**src/rtl/fbag_pkg.sv**
```systemverilog
package fbag_pkg;
  typedef enum logic [1:0] {
    ROT_0   = 2'd0,
    ROT_90  = 2'd1,
    ROT_180 = 2'd2,
    ROT_270 = 2'd3
  } rot_e;
endpackage

```
**src/rtl/fbag_scan_ctr.sv**
```systemverilog
module fbag_scan_ctr #(
  parameter int DIM_W = 9
) (
  input  logic             clk,
  input  logic             rst_n,
  input  logic             load,
  input  logic             step,
  input  logic [DIM_W-1:0] wm1,
  input  logic [DIM_W-1:0] hm1,
  output logic [DIM_W-1:0] x,
  output logic [DIM_W-1:0] y,
  output logic             last
);
  logic row_end;
  assign row_end = (x == wm1);
  assign last    = row_end && (y == hm1);

  always_ff @(posedge clk or negedge rst_n) begin
    if (!rst_n) begin
      x <= '0;
      y <= '0;
    end else if (load) begin
      x <= '0;
      y <= '0;
    end else if (step) begin
      if (row_end) begin
        x <= '0;
        y <= y + DIM_W'(1);
      end else begin
        x <= x + DIM_W'(1);
      end
    end
  end
endmodule

```
**src/rtl/fbag_rotate.sv**
```systemverilog
module fbag_rotate
  import fbag_pkg::*;
#(
  parameter int DIM_W = 9
) (
  input  rot_e             rot,
  input  logic [DIM_W-1:0] x,
  input  logic [DIM_W-1:0] y,
  input  logic [DIM_W-1:0] wm1,
  input  logic [DIM_W-1:0] hm1,
  output logic [DIM_W-1:0] dx,
  output logic [DIM_W-1:0] dy,
  output logic [DIM_W-1:0] dwm1
);
  always_comb begin
    unique case (rot)
      ROT_90: begin
        dx = hm1 - y;  dy = x;        dwm1 = hm1;
      end
      ROT_180: begin
        dx = wm1 - x;  dy = hm1 - y;  dwm1 = wm1;
      end
      ROT_270: begin
        dx = y;        dy = wm1 - x;  dwm1 = hm1;
      end
      default: begin
        dx = x;        dy = y;        dwm1 = wm1;
      end
    endcase
  end
endmodule

```
**src/rtl/fbag_linearize.sv**
```systemverilog
module fbag_linearize #(
  parameter int DIM_W   = 9,
  parameter int TILE_LG = 3,
  parameter int IDX_W   = 2 * DIM_W
) (
  input  logic             tile,
  input  logic [DIM_W-1:0] dx,
  input  logic [DIM_W-1:0] dy,
  input  logic [DIM_W-1:0] dwm1,
  output logic [IDX_W-1:0] idx
);
  localparam logic [DIM_W-1:0] TMASK = DIM_W'((1 << TILE_LG) - 1);

  logic [DIM_W:0]   dest_w;
  logic [IDX_W-1:0] lin_idx, row_base, col_off, in_off;

  assign dest_w   = {1'b0, dwm1} + (DIM_W+1)'(1);
  assign lin_idx  = IDX_W'(dy) * IDX_W'(dest_w) + IDX_W'(dx);
  // one tile row spans dest_w * tile_height pixels
  assign row_base = (IDX_W'(dy >> TILE_LG) * IDX_W'(dest_w)) << TILE_LG;
  assign col_off  = IDX_W'(dx >> TILE_LG) << (2 * TILE_LG);
  assign in_off   = (IDX_W'(dy & TMASK) << TILE_LG) | IDX_W'(dx & TMASK);
  assign idx      = tile ? (row_base + col_off + in_off) : lin_idx;
endmodule

```
**src/rtl/fb_rot_addr_gen.sv**
```systemverilog
module fb_rot_addr_gen
  import fbag_pkg::*;
#(
  parameter int DIM_W      = 9,
  parameter int TILE_LG    = 3,
  parameter int SIZE_H_LSB = 16,
  parameter int IDX_W      = 2 * DIM_W
) (
  input  logic             clk,
  input  logic             rst_n,
  input  logic [31:0]      cfg_size,
  input  logic [1:0]       cfg_rot,
  input  logic             cfg_tile,
  input  logic             start,
  input  logic             pix_valid,
  output logic             pix_ready,
  output logic             idx_valid,
  input  logic             idx_ready,
  output logic [IDX_W-1:0] idx_data,
  output logic             busy,
  output logic             done,
  output logic             cfg_err
);
  localparam logic [TILE_LG-1:0] TILE_ONES = '1;

  logic [DIM_W-1:0] wm1_in, hm1_in;
  logic [DIM_W-1:0] wm1_q, hm1_q;
  rot_e             rot_q;
  logic             tile_q, busy_q, done_q, err_q;
  logic             tile_bad, launch, fire, last;
  logic [DIM_W-1:0] x, y, dx, dy, dwm1;

  assign wm1_in   = cfg_size[0 +: DIM_W];
  assign hm1_in   = cfg_size[SIZE_H_LSB +: DIM_W];
  assign tile_bad = cfg_tile && ((wm1_in[TILE_LG-1:0] != TILE_ONES) ||
                                 (hm1_in[TILE_LG-1:0] != TILE_ONES));
  assign launch   = start && !busy_q && !tile_bad;
  assign pix_ready = busy_q && idx_ready;
  assign idx_valid = busy_q && pix_valid;
  assign fire      = pix_valid && pix_ready;

  always_ff @(posedge clk or negedge rst_n) begin
    if (!rst_n) begin
      wm1_q  <= '0;
      hm1_q  <= '0;
      rot_q  <= ROT_0;
      tile_q <= 1'b0;
      busy_q <= 1'b0;
      done_q <= 1'b0;
      err_q  <= 1'b0;
    end else begin
      err_q  <= start && !busy_q && tile_bad;
      done_q <= fire && last;
      if (launch) begin
        wm1_q  <= wm1_in;
        hm1_q  <= hm1_in;
        rot_q  <= rot_e'(cfg_rot);
        tile_q <= cfg_tile;
        busy_q <= 1'b1;
      end else if (fire && last) begin
        busy_q <= 1'b0;
      end
    end
  end

  fbag_scan_ctr #(.DIM_W(DIM_W)) scan_i (
    .clk(clk), .rst_n(rst_n), .load(launch), .step(fire),
    .wm1(wm1_q), .hm1(hm1_q), .x(x), .y(y), .last(last)
  );

  fbag_rotate #(.DIM_W(DIM_W)) rot_i (
    .rot(rot_q), .x(x), .y(y), .wm1(wm1_q), .hm1(hm1_q),
    .dx(dx), .dy(dy), .dwm1(dwm1)
  );

  fbag_linearize #(.DIM_W(DIM_W), .TILE_LG(TILE_LG), .IDX_W(IDX_W)) lin_i (
    .tile(tile_q), .dx(dx), .dy(dy), .dwm1(dwm1), .idx(idx_data)
  );

  assign busy    = busy_q;
  assign done    = done_q;
  assign cfg_err = err_q;
endmodule

```
**config.mk**
```make
export PLATFORM = sky130hd
export DESIGN_NAME = fb_rot_addr_gen
export DESIGN_NICKNAME = d
export VERILOG_FILES = /design/src/rtl/fbag_pkg.sv /design/src/rtl/fbag_scan_ctr.sv /design/src/rtl/fbag_rotate.sv /design/src/rtl/fbag_linearize.sv /design/src/rtl/fb_rot_addr_gen.sv
export SDC_FILE = /design/constraint.sdc
export NUM_CORES = 1
export LEC_CHECK = 0
export ABC_AREA = 1
export BUFFER_PORTS_ARGS = -buffer_cell sky130_fd_sc_hd__buf_4
export CORE_UTILIZATION = 45
export DETAILED_ROUTE_END_ITERATION = 10
export PLACE_DENSITY_LB_ADDON = 0.25
export SLEW_MARGIN = 20
export SYNTH_ARGS = -nofsm -noshare
export SYNTH_HDL_FRONTEND = slang
export SYNTH_SLANG_ARGS = --single-unit
```
**constraint.sdc**
```tcl
create_clock -name clk -period 11.1 [get_ports clk]
set_input_delay 1.665 -clock clk [delete_from_list [all_inputs] [get_ports clk]]
set_output_delay 1.665 -clock clk [all_outputs]
set_load 0.005 [all_outputs]
```
==> implementation parameters <==
Parameter                              Value

Detailed routing
  Drc violations    0
  Wirelength, routed    21200 um
  Detailed router's first-iteration violation count    365
  Via count normalized by instance count    between 5 and 6
  Pre-antenna DRT Iters    5
  Via Count    7442
  Count of antenna-violating nets left after detailed routing    0
  Routed length per placed instance    between 15 and 20 um

Logic synthesis
  Post-synthesis cell count    around 1100
  Most frequent cells after synthesis    nand2_1 (256), inv_1 (226), nor2_1 (102)
  Synthesized-area fraction occupied by ao, oa, aoi and oai cells    between 10 and 15%
  Number of synthesized flops with an enable pin    0
  Syn nets    1344
  Flop and latch count out of synthesis    42
  Share of async-settable or async-resettable flops after synthesis    100%
  Share of synthesized cell area in full adder, half adder and majority cells    32.3%
  Post-synthesis area per instance    between 6 and 7 um^2
  Simple-gate share of the synthesized area    25.3%
  Library cell with the largest summed area after synthesis    fa_1
  Number of library cell types mapped by synthesis    47
  Cell with the most instances after synthesis    nand2_1
  Share of synthesized area occupied by flip-flops and latches    13.2%
  Area fraction of the dominant cell type after synthesis    between 10% and 20%
  Synth Flop Type    dfrtp_1
  Combinational family with the most area after synthesis    adder cells
  Multiplexer fraction of the synthesized cell area    0%
  Count of yosys warnings during synthesis    0
  Top cells by area, synth    fa_1 (18%), ha_1 (14%), dfrtp_1 (13%), nand2_1 (12%), inv_1 (11%)
  Area of the mapped netlist    0.00793 mm^2
  XOR/XNOR Fraction of Synth Area    3.42%

CTS
  Clock input transition at the sequential cells of the worst setup and hold paths    0.06 ns
  TritonCTS clock tree    done
  Post-CTS sizing    0
  Root cell of the clock tree    clkbuf_16
  Total clock buffers created by CTS    5
  Clock Path Buffers    2
  Clk sink count    42
  H-tree depth    2
  Number of buffers added for setup after CTS    0
  Clock latency of the later-clocked register in the worst-skew pair    ~0.3 ns
  Number of hold buffers added after CTS    0

STA
  Setup TNS after final layout    0 ns
  Maximum operating frequency    around 110 MHz
  Min Tclk post-route    around 9.5 ns
  Worst-case hold slack    just over 0.5 ns
  Final clock period utilization by the worst path    between 80% and 90%
  PnR worst setup slack    between 1.5 and 2 ns
  Final setup fails    0
  Max-slew violation count    0
  Setup repair after global routing missed its margin    false
  Worst Max-Slew Pin Slew    0.856 ns
  Post-route clock skew    a little under 0.01 ns
  Final Hold Fails    0
  Worst-case headroom to the max-slew limit    between 40% and 50%

Setup path
  Largest stage delay on the critical path    just under 0.9 ns
  CP Buf/Inv Count    7
  Critical path endpoint category    output port
  FF-to-FF setup slack    8.32 ns
  Cell with the largest stage delay on the worst path    dfrtp_1
  Signal arrival time at the worst endpoint    between 7 and 8 ns
  Worst reg2reg path endpoint    scan_i.y[4]
  Critical path fanouts, max    20
  CP startpoint    rot_q[0]
  Critical R2R Launch    scan_i.x[6]
  Total stage count of the critical path    29
  Worst endpoint required time    roughly 9.4 ns
  Kind of cell adding the most delay to the critical path    adder cells
  Crit path kind    reg -> out
  Kind of start point of the critical path    flop
  Worst reg-to-reg path cell count    10
  Worst setup path endpoint    idx_data[14]

Cells and area
  Total inserted antenna cells    0
  Layout-stage area growth over the synthesis result    9.05%
  Flip-flop and latch area    roughly 0.0011 mm^2
  Multi-input gate area    0.00591 mm^2
  Net count, final    around 1400
  Fillcell total    approximately 1800
  Layout cells sized above 1    just under 8%
  Post-layout instance count excluding filler cells    between 1000 and 1500

Global route
  Total gr overflow    0
  Via count of the first global-routing pass    7377
  Total GRT Usage    ~25%
  Maximum number of pins on one net before global-route repair    43
  First-pass GRT wire length    ~36000 um
  Initial antenna violation count    0

Power
  Peak VDD IR    218 uV
  Leakage power    between 4 and 5 nW
  Power density relative to cell area    207 mW/mm^2

Floorplanning
  Number of rows created at floorplan    48
  I/O pin total    between 60 and 70
  Vertical die dimension    between 100 and 150 um
  Area of the placeable core    between 0.015 and 0.02 mm^2
  Die ar.    roughly 0.018 mm^2
  Effective utilization at floorplan    between 40 and 50%
  Die width    approximately 130 um

Placed design
  Post-detail-place hpwl    approximately 18000 um
  Place WS    2.04 ns
  Total instance count after detailed placement    1401
  Input/output buffers    48
  Routability-driven placement congestion ratio    roughly 0.92

Hold path
  Class of the most critical hold timing path    reg -> reg

Outcome
  Outcome    finished, final reports clean

Job
  Number of max-cap violations    0
==> metrics by stage <==
step	util, %	cell area [um^2]	power (mW)
2_1_floorplan	-	7930	1.19
3_3_place_gp	49.4	8510	1.63
3_5_place_dp	49.4	8510	1.63
4_1_cts	50.2	8650	1.79
5_1_grt	50.2	8650	2.00
6_report	50.2	8650	1.79
==> logic make-up after synthesis <==
family / count (synthesis)
and+or+nand+nor: 473
DFF: 42
adders and majority gates: 161
AOI/OAI and AO/OA: 184
xor gates and xnor gates: 31
buffers and inverters: 252
==> routing by layer <==
metal	track usage [%]	vias to the layer above	wire, um
met3	2.44	57	920
met1	33.1	3451	9800
li1	-	3716	-
met5	0	-	0
met4	10.3	0	873
met2	40.8	218	9630
==> power by group <==
group          leakage [nW]  internal (mW)  switching, mW
registers             0.526          0.176         0.0347
clock network        0.0740         0.0833         0.0633
logic                  4.13          0.532          0.903
total                  4.73          0.791           1.00
==> state kept, by name, summed over array words and instances, names as in the netlist <==
name and count:
wm1_q 9, rot_q 2, scan_i.y 9, scan_i.x 9
cfg_err 1, busy 1, hm1_q 9, tile_q 1
done 1
==> worst reg2reg max path: cells and delay by family, from the launching register on <==
kind | cells | cell delay, ns
AOI/OAI and AO/OA | 2 | 0.95
buffers and inverters | 1 | 0.12
adders and majority gates | 1 | 0.36
DFF | 1 | 0.46
and+or+nand+nor | 6 | 0.82
==> how the worst min path moves through the flow <==
| stage | from | end | depth (start not counted) |
|---|---|---|---|
| 2_1_floorplan | hm1_q[7] | hm1_q[7] | 2 |
| 3_3_place_gp | hm1_q[4] | hm1_q[4] | 2 |
| 3_5_place_dp | hm1_q[4] | hm1_q[4] | 2 |
| 4_1_cts | hm1_q[4] | hm1_q[4] | 2 |
| 5_1_grt | hm1_q[2] | hm1_q[2] | 2 |
| 6_report | hm1_q[4] | hm1_q[4] | 2 |
==> cells in the final DEF, fill, tap and decap left out, types with 7 or more instances in the layout <==
master   Yosys  final
a31oi_1      7      7
ha_1        88     88
o21ai_0     71     71
dfrtp_1     42     42
nand4_1      8      8
a21oi_1     59     59
nor2_1     102    102
nand2_1    256    256
nand3_1     56     56
buf_4        0     51
inv_1      226    226
xnor2_1      9      9
fa_1        73     73
xor2_1      22     22
nor3_1      23     23
==> cell type report <==
| type | instances | share of cell area (%) |
|---|---|---|
| clock inverter | 3 | 0.217 |
| multi-input combinational | 849 | 68.4 |
| timing repair buffer | 51 | 4.43 |
| inverter | 234 | 10.2 |
| sequential | 42 | 12.1 |
| tap | 225 | 3.25 |
| clock buffer | 5 | 1.45 |
Power figures use the tool's default switching activity.
